<file path="src/rtl/wdog_pkg.sv">
package wdog_pkg;
  localparam logic [7:0] A_CTRL  = 8'h00;
  localparam logic [7:0] A_RANGE = 8'h04;
  localparam logic [7:0] A_COUNT = 8'h08;
  localparam logic [7:0] A_KICK  = 8'h0C;
  localparam logic [7:0] A_ICLR  = 8'h14;
  localparam logic [31:0] KICK_KEY = 32'h0000_0076;

  typedef struct packed {
    logic [3:0] init_code;
    logic [3:0] run_code;
  } range_t;
endpackage

</file>
<file path="src/rtl/wdog_regs.sv">
module wdog_regs
  import wdog_pkg::*;
#(
  parameter int ADDR_W = 8,
  parameter int DATA_W = 32,
  parameter int CNT_W  = 32
) (
  input  logic              clk,
  input  logic              rst,
  input  logic [ADDR_W-1:0] addr,
  input  logic              wr_en,
  input  logic [DATA_W-1:0] wr_data,
  input  logic              rd_en,
  input  logic [CNT_W-1:0]  cnt,
  input  logic              irq_flag,
  output logic [DATA_W-1:0] rd_data,
  output logic              en,
  output logic              mode,
  output logic [3:0]        run_code,
  output logic              load,
  output logic [3:0]        load_code,
  output logic              iclr
);
  range_t range_q;
  logic   sel_ctrl, sel_range, sel_kick;

  assign sel_ctrl  = wr_en && (addr == ADDR_W'(A_CTRL));
  assign sel_range = wr_en && (addr == ADDR_W'(A_RANGE));
  assign sel_kick  = wr_en && (addr == ADDR_W'(A_KICK));
  assign iclr      = rd_en && (addr == ADDR_W'(A_ICLR));
  assign run_code  = range_q.run_code;

  always_comb begin
    load      = 1'b0;
    load_code = range_q.run_code;
    if (sel_ctrl && wr_data[0] && !en) begin
      load      = 1'b1;
      load_code = range_q.init_code;
    end else if (sel_range && en) begin
      load      = 1'b1;
      load_code = wr_data[3:0];
    end else if (sel_kick && en && (wr_data == DATA_W'(KICK_KEY))) begin
      load      = 1'b1;
      load_code = range_q.run_code;
    end
  end

  always_ff @(posedge clk) begin
    if (rst) begin
      en      <= 1'b0;
      mode    <= 1'b0;
      range_q <= '0;
    end else begin
      if (sel_ctrl) begin
        en   <= en | wr_data[0];
        mode <= wr_data[1];
      end
      if (sel_range) range_q <= range_t'(wr_data[7:0]);
    end
  end

  always_ff @(posedge clk) begin
    if (rst) begin
      rd_data <= '0;
    end else if (rd_en) begin
      if (addr == ADDR_W'(A_CTRL))       rd_data <= {{(DATA_W-2){1'b0}}, mode, en};
      else if (addr == ADDR_W'(A_RANGE)) rd_data <= {{(DATA_W-8){1'b0}}, range_q};
      else if (addr == ADDR_W'(A_COUNT)) rd_data <= DATA_W'(cnt);
      else if (addr == ADDR_W'(A_ICLR))  rd_data <= {{(DATA_W-1){1'b0}}, irq_flag};
      else                               rd_data <= '0;
    end
  end


  en_sticky_chk: assert property (@(posedge clk) disable iff (rst) en |=> en);
endmodule

</file>
<file path="src/rtl/wdog_counter.sv">
module wdog_counter #(
  parameter int TOP_BASE = 16,
  parameter int CNT_W    = TOP_BASE + 16
) (
  input  logic             clk,
  input  logic             rst,
  input  logic             en,
  input  logic             mode,
  input  logic [3:0]       run_code,
  input  logic             load,
  input  logic [3:0]       load_code,
  input  logic             iclr,
  output logic [CNT_W-1:0] cnt,
  output logic             irq_flag,
  output logic             fire
);
  logic             expire;
  logic [CNT_W-1:0] load_val, reload_val;

  function automatic logic [CNT_W-1:0] period_m1(input logic [3:0] code);
    return (CNT_W'(1) << (TOP_BASE + int'(code))) - CNT_W'(1);
  endfunction

  assign load_val   = period_m1(load_code);
  assign reload_val = period_m1(run_code);
  assign expire     = en && !load && (cnt == '0);
  assign fire       = expire && (!mode || irq_flag);

  always_ff @(posedge clk) begin
    if (rst) begin
      cnt <= '0;
    end else if (load) begin
      cnt <= load_val;
    end else if (en) begin
      if (cnt == '0) cnt <= reload_val;
      else           cnt <= cnt - CNT_W'(1);
    end
  end

  always_ff @(posedge clk) begin
    if (rst)                 irq_flag <= 1'b0;
    else if (expire && mode) irq_flag <= 1'b1;
    else if (iclr)           irq_flag <= 1'b0;
  end


  hold_when_off_chk: assert property (@(posedge clk) disable iff (rst)
    (!en && !load) |=> $stable(cnt));

  first_expiry_flag_chk: assert property (@(posedge clk) disable iff (rst)
    (expire && mode && !irq_flag) |=> (irq_flag && cnt == $past(reload_val)));
endmodule

</file>
<file path="src/rtl/wdog_pulse.sv">
module wdog_pulse #(
  parameter int RST_CYC = 8
) (
  input  logic clk,
  input  logic rst,
  input  logic fire,
  output logic req
);
  generate
    if (RST_CYC <= 1) begin : g_single
      always_ff @(posedge clk) begin
        if (rst) req <= 1'b0;
        else     req <= fire;
      end
    end else begin : g_multi
      localparam int PW = $clog2(RST_CYC + 1);
      logic [PW-1:0] left;
      always_ff @(posedge clk) begin
        if (rst) begin
          req  <= 1'b0;
          left <= '0;
        end else if (fire) begin
          req  <= 1'b1;
          left <= PW'(RST_CYC - 1);
        end else if (req) begin
          if (left == '0) req <= 1'b0;
          else            left <= left - PW'(1);
        end
      end

      pulse_hold_chk: assert property (@(posedge clk) disable iff (rst)
        $rose(req) |=> req);
    end
  endgenerate


  fire_to_req_chk: assert property (@(posedge clk) disable iff (rst) fire |=> req);
endmodule

</file>
<file path="src/rtl/wdog_timer.sv">
module wdog_timer #(
  parameter int ADDR_W   = 8,
  parameter int DATA_W   = 32,
  parameter int TOP_BASE = 16,
  parameter int RST_CYC  = 8
) (
  input  logic              clk,
  input  logic              rst,
  input  logic [ADDR_W-1:0] addr,
  input  logic              wr_en,
  input  logic [DATA_W-1:0] wr_data,
  input  logic              rd_en,
  output logic [DATA_W-1:0] rd_data,
  output logic              irq,
  output logic              sys_rst_req
);
  localparam int CNT_W = TOP_BASE + 16;

  logic             en, mode, load, iclr, fire;
  logic [3:0]       run_code, load_code;
  logic [CNT_W-1:0] cnt;

  wdog_regs #(.ADDR_W(ADDR_W), .DATA_W(DATA_W), .CNT_W(CNT_W)) u_regs (
    .clk(clk), .rst(rst), .addr(addr), .wr_en(wr_en), .wr_data(wr_data),
    .rd_en(rd_en), .cnt(cnt), .irq_flag(irq), .rd_data(rd_data), .en(en),
    .mode(mode), .run_code(run_code), .load(load), .load_code(load_code),
    .iclr(iclr)
  );

  wdog_counter #(.TOP_BASE(TOP_BASE), .CNT_W(CNT_W)) u_counter (
    .clk(clk), .rst(rst), .en(en), .mode(mode), .run_code(run_code),
    .load(load), .load_code(load_code), .iclr(iclr), .cnt(cnt),
    .irq_flag(irq), .fire(fire)
  );

  wdog_pulse #(.RST_CYC(RST_CYC)) u_pulse (
    .clk(clk), .rst(rst), .fire(fire), .req(sys_rst_req)
  );


  quiet_when_off_chk: assert property (@(posedge clk) disable iff (rst)
    !en |=> (!sys_rst_req && !irq));
endmodule

</file>
<file path="config.mk">
export PLATFORM = sky130hd
export DESIGN_NAME = wdog_timer
export DESIGN_NICKNAME = d
export VERILOG_FILES = /design/src/rtl/wdog_pkg.sv /design/src/rtl/wdog_regs.sv /design/src/rtl/wdog_counter.sv /design/src/rtl/wdog_pulse.sv /design/src/rtl/wdog_timer.sv
export SDC_FILE = /design/constraint.sdc
export NUM_CORES = 1
export LEC_CHECK = 0
export ABC_AREA = 1
export BUFFER_PORTS_ARGS = -buffer_cell sky130_fd_sc_hd__buf_4
export CORE_MARGIN = 2
export CORE_UTILIZATION = 55
export DETAILED_ROUTE_END_ITERATION = 16
export GPL_TIMING_DRIVEN = 0
export PLACE_DENSITY_LB_ADDON = 0.05
export SLEW_MARGIN = 20
export SYNTH_ARGS = -nofsm -noshare
export SYNTH_HDL_FRONTEND = slang
export SYNTH_SLANG_ARGS = --single-unit
</file>
<file path="constraint.sdc">
create_clock -name clk -period 2.55 [get_ports clk]
set_input_delay 0.3825 -clock clk [delete_from_list [all_inputs] [get_ports clk]]
set_output_delay 0.3825 -clock clk [all_outputs]
set_load 0.01 [all_outputs]
</file>
==> flow_summary.ini <==
[status]
status = finished clean

[routing]
final_antenna_net_count = 0
first_iter_violations = 381
wl_mm = 15.6
vias = 5487
drt_pass1_iterations = 7
post-route-drc-count = 0
wl_per_cell_um = 16.4
viasPerCell = 5.75

[run]
drv_cap = 0

[sta]
finalSetupTns_ns = 0
fin_crit_ns = 2.37
setup_viol = 0
max_freq_mhz = 422
timing_hold_violations_final = 0
clock-skew-final_ns = 0.0182
slew_headroom_pct = 45.8
period_share_pct = 93.0
worstMarginPinSlew_ns = 0.807
maxSlewViolCount = 0
rsz0062_at_grt = false
layout_setup_ws_ns = 0.179

[setup_path]
r2r_end = u_counter.cnt[22]
path_class = reg2reg
startpoint = u_counter.cnt[0]
arrival_ns = 2.67
rr_startpoint = u_counter.cnt[0]
rrSetupSlack_ns = 0.18
reg2regPathDepth = 12
cp_max_fo = 6
crit_path_end_kind = flip-flop
cp.required_ns = 2.85
crit_end = u_counter.cnt[22]
crit_path_start_kind = flip-flop

[yosys]
synth_area_um2 = 4930
ys_async_sr_fraction_pct = 0
synthTopCellsByArea = dfxtp_1, nand2_1, nand3_1, a21oi_1, nor2_1
synth_warnings = 0
syn_inst = 756
synth.distinct_cells = 40
synth.largest_area_cell = dfxtp_1
synth-seq-cells = 80
syn-num-nets = 805
seq_area_frac_synth_pct = 32.5
avgSynthCellArea_um2 = 6.53
synthFlopType = dfxtp_1
synth.top_cell.area_share_pct = 32.5
synth-edff-count = 0

[finish]
area_growth_pct = 18.5
final_cells = 954
finalNetCount = 890
num_antenna_cells = 0
drive_above_1_share_pct = 18.7
n_fill_cell = 824
fin_util_pct = 67.0

[global_route]
grt_pass1_wl_mm = 25.8
track_usage_pct = 32.7
grt_pass1_vias = 5303
grt_antenna_before_repair = 0
overflow = 0
grt_start_max_net_pins = 17

[clock_network]
hold_buffers = 0
tritoncts = yes
clockRootBuffer = clkbuf_8
cts_max_path_buffers = 2
insertion_delay_ns = 0.37
htreeDepth = 3
clkTransAtPathRegs_ns = 0.10
cts_buffers = 9
cts.sinks = 80

[placement]
gp_congestion = 0.942
dpl_worst_slack_ns = -0.215
port_buffers = 74
dp_hpwl_mm = 12.0
post-place-cells = 938

[floorplanning]
die_w_um = 98.7
fp.dieH_um = 98.7
ios = 78
start_util_pct = 56.6
fp-row-count = 34
core_um2 = 8720
dieArea_um2 = 9740

[power]
power.density_nw_per_um2 = 436
p_leak_nw = 2.65
power.total_w = 0.00255
max-vdd-ir-drop_uv = 325

[hold_path]
hp-class = in2reg
[state kept, by name (all words and copies together) (netlist names)]
| name | flops |
|---|---|
| u_counter.cnt | 32 |
| u_counter.irq_flag | 1 |
| u_pulse.g_multi.left | 4 |
| u_pulse.req | 1 |
| u_regs.en | 1 |
| u_regs.mode | 1 |
| u_regs.range_q | 4 |
| u_regs.rd_data | 32 |
| u_regs.run_code | 4 |
[layout make-up]
class | count | area, um2 | area share (%)
Buffer | 32 | 156 | 2.68
Clock buffer | 9 | 124 | 2.12
Clock inverter | 7 | 83.8 | 1.43
Inverter | 70 | 264 | 4.52
Multi-Input combinational cell | 574 | 2920 | 50.0
Sequential cell | 80 | 1600 | 27.4
Tap cell | 108 | 135 | 2.31
Timing Repair Buffer | 74 | 556 | 9.51
[where the power goes]
group          switching, W  internal (W)  leakage (nW)
clock              0.000553      0.000474         0.103
combinational      0.000166      0.000103          1.90
sequential       0.00000418       0.00125         0.644
[per-layer routing]
layer	wire [um]	track usage (%)	part of all wire [%]	up-vias
li1	-	-	-	2694
met4	355	11.9	2.3	0
met5	0	0	0	-
met2	7470	54.6	48	238
met1	6700	42.7	43	2525
met3	1130	5.53	7.2	30
[metrics by stage]
step | area (um2) | hold WS, ns
6_report | 5840 | 0.290
5_1_grt | 5840 | 0.319
4_1_cts | 5840 | 0.299
3_5_place_dp | 5630 | 0.455
3_3_place_gp | 5620 | 0.452
2_1_floorplan | 4930 | 0.444
[repair_timing]
item / 4_1_cts / 5_1_grt
setup endpoints to repair: 2 / 11
pin swaps: 0 / 1
cloned: 0 / 0
resized for setup: 1 / 4
buffers inserted: 0 / 0
[kinds of logic (layout without fill, tap and decap cells)]
| family | count (synthesis) | in the layout | synth area share (%) |
|---|---|---|---|
| AOI/OAI and AO/OA | 146 | 146 | 16.1 |
| buffers and inverters | 102 | 192 | 8.45 |
| xor gates and xnor gates | 15 | 15 | 2.66 |
| adders and majority gates | 5 | 5 | 1.27 |
| and+or+nand+nor | 408 | 408 | 39.1 |
| DFF | 80 | 80 | 32.5 |
[worst min path at each step]
stage	cells after the start	slack (ns)	to	start
3_3_place_gp	2	0.45	u_regs.rd_data[15]	u_regs.rd_data[15]
3_5_place_dp	2	0.46	u_regs.rd_data[12]	u_regs.rd_data[12]
6_report	3	0.29	u_regs.range_q[4]	wr_data[4]
5_1_grt	3	0.32	u_regs.range_q[4]	wr_data[4]
4_1_cts	3	0.30	u_regs.range_q[4]	wr_data[4]
2_1_floorplan	2	0.44	u_regs.range_q[7]	u_regs.range_q[7]
[cell usage after synthesis, drive strengths merged (10+ instances only)]
cell type and n:
nor2 95, nand4 23, dfxtp 80, nand3 73, a31oi 19, a21oi 64
nor3 14, clkbuf 21, o21ai 50, buf 11, or2 10, inv 68
nand2 182
[cell usage in the layout (no fill, tap or decap), types with 12 or more instances in the layout]
cell type / netlist / routed
nand2_2: 12 / 12
a21oi_1: 63 / 63
nand4_1: 22 / 22
nand2_1: 168 / 168
a31oi_1: 19 / 19
inv_1: 62 / 61
nor2_2: 12 / 12
nand3_1: 70 / 70
buf_4: 1 / 75
nor3_1: 12 / 12
clkbuf_1: 21 / 21
nor2_1: 77 / 77
o21ai_0: 46 / 45
dfxtp_1: 80 / 80
[critical path, cell delays in order, from the launching register on]
cell and delay, ns:
dfxtp_1 0.38, inv_1 0.15, ha_1 0.21, nand2_1 0.13, nor2_2 0.29, nand4_1 0.15
nor2_1 0.21, nand2_1 0.17, xnor2_1 0.23, nand2_1 0.08, nand2_1 0.07, o21ai_0 0.08
a21oi_1 0.15
No activity file was read; power rests on OpenSTA's default activity.
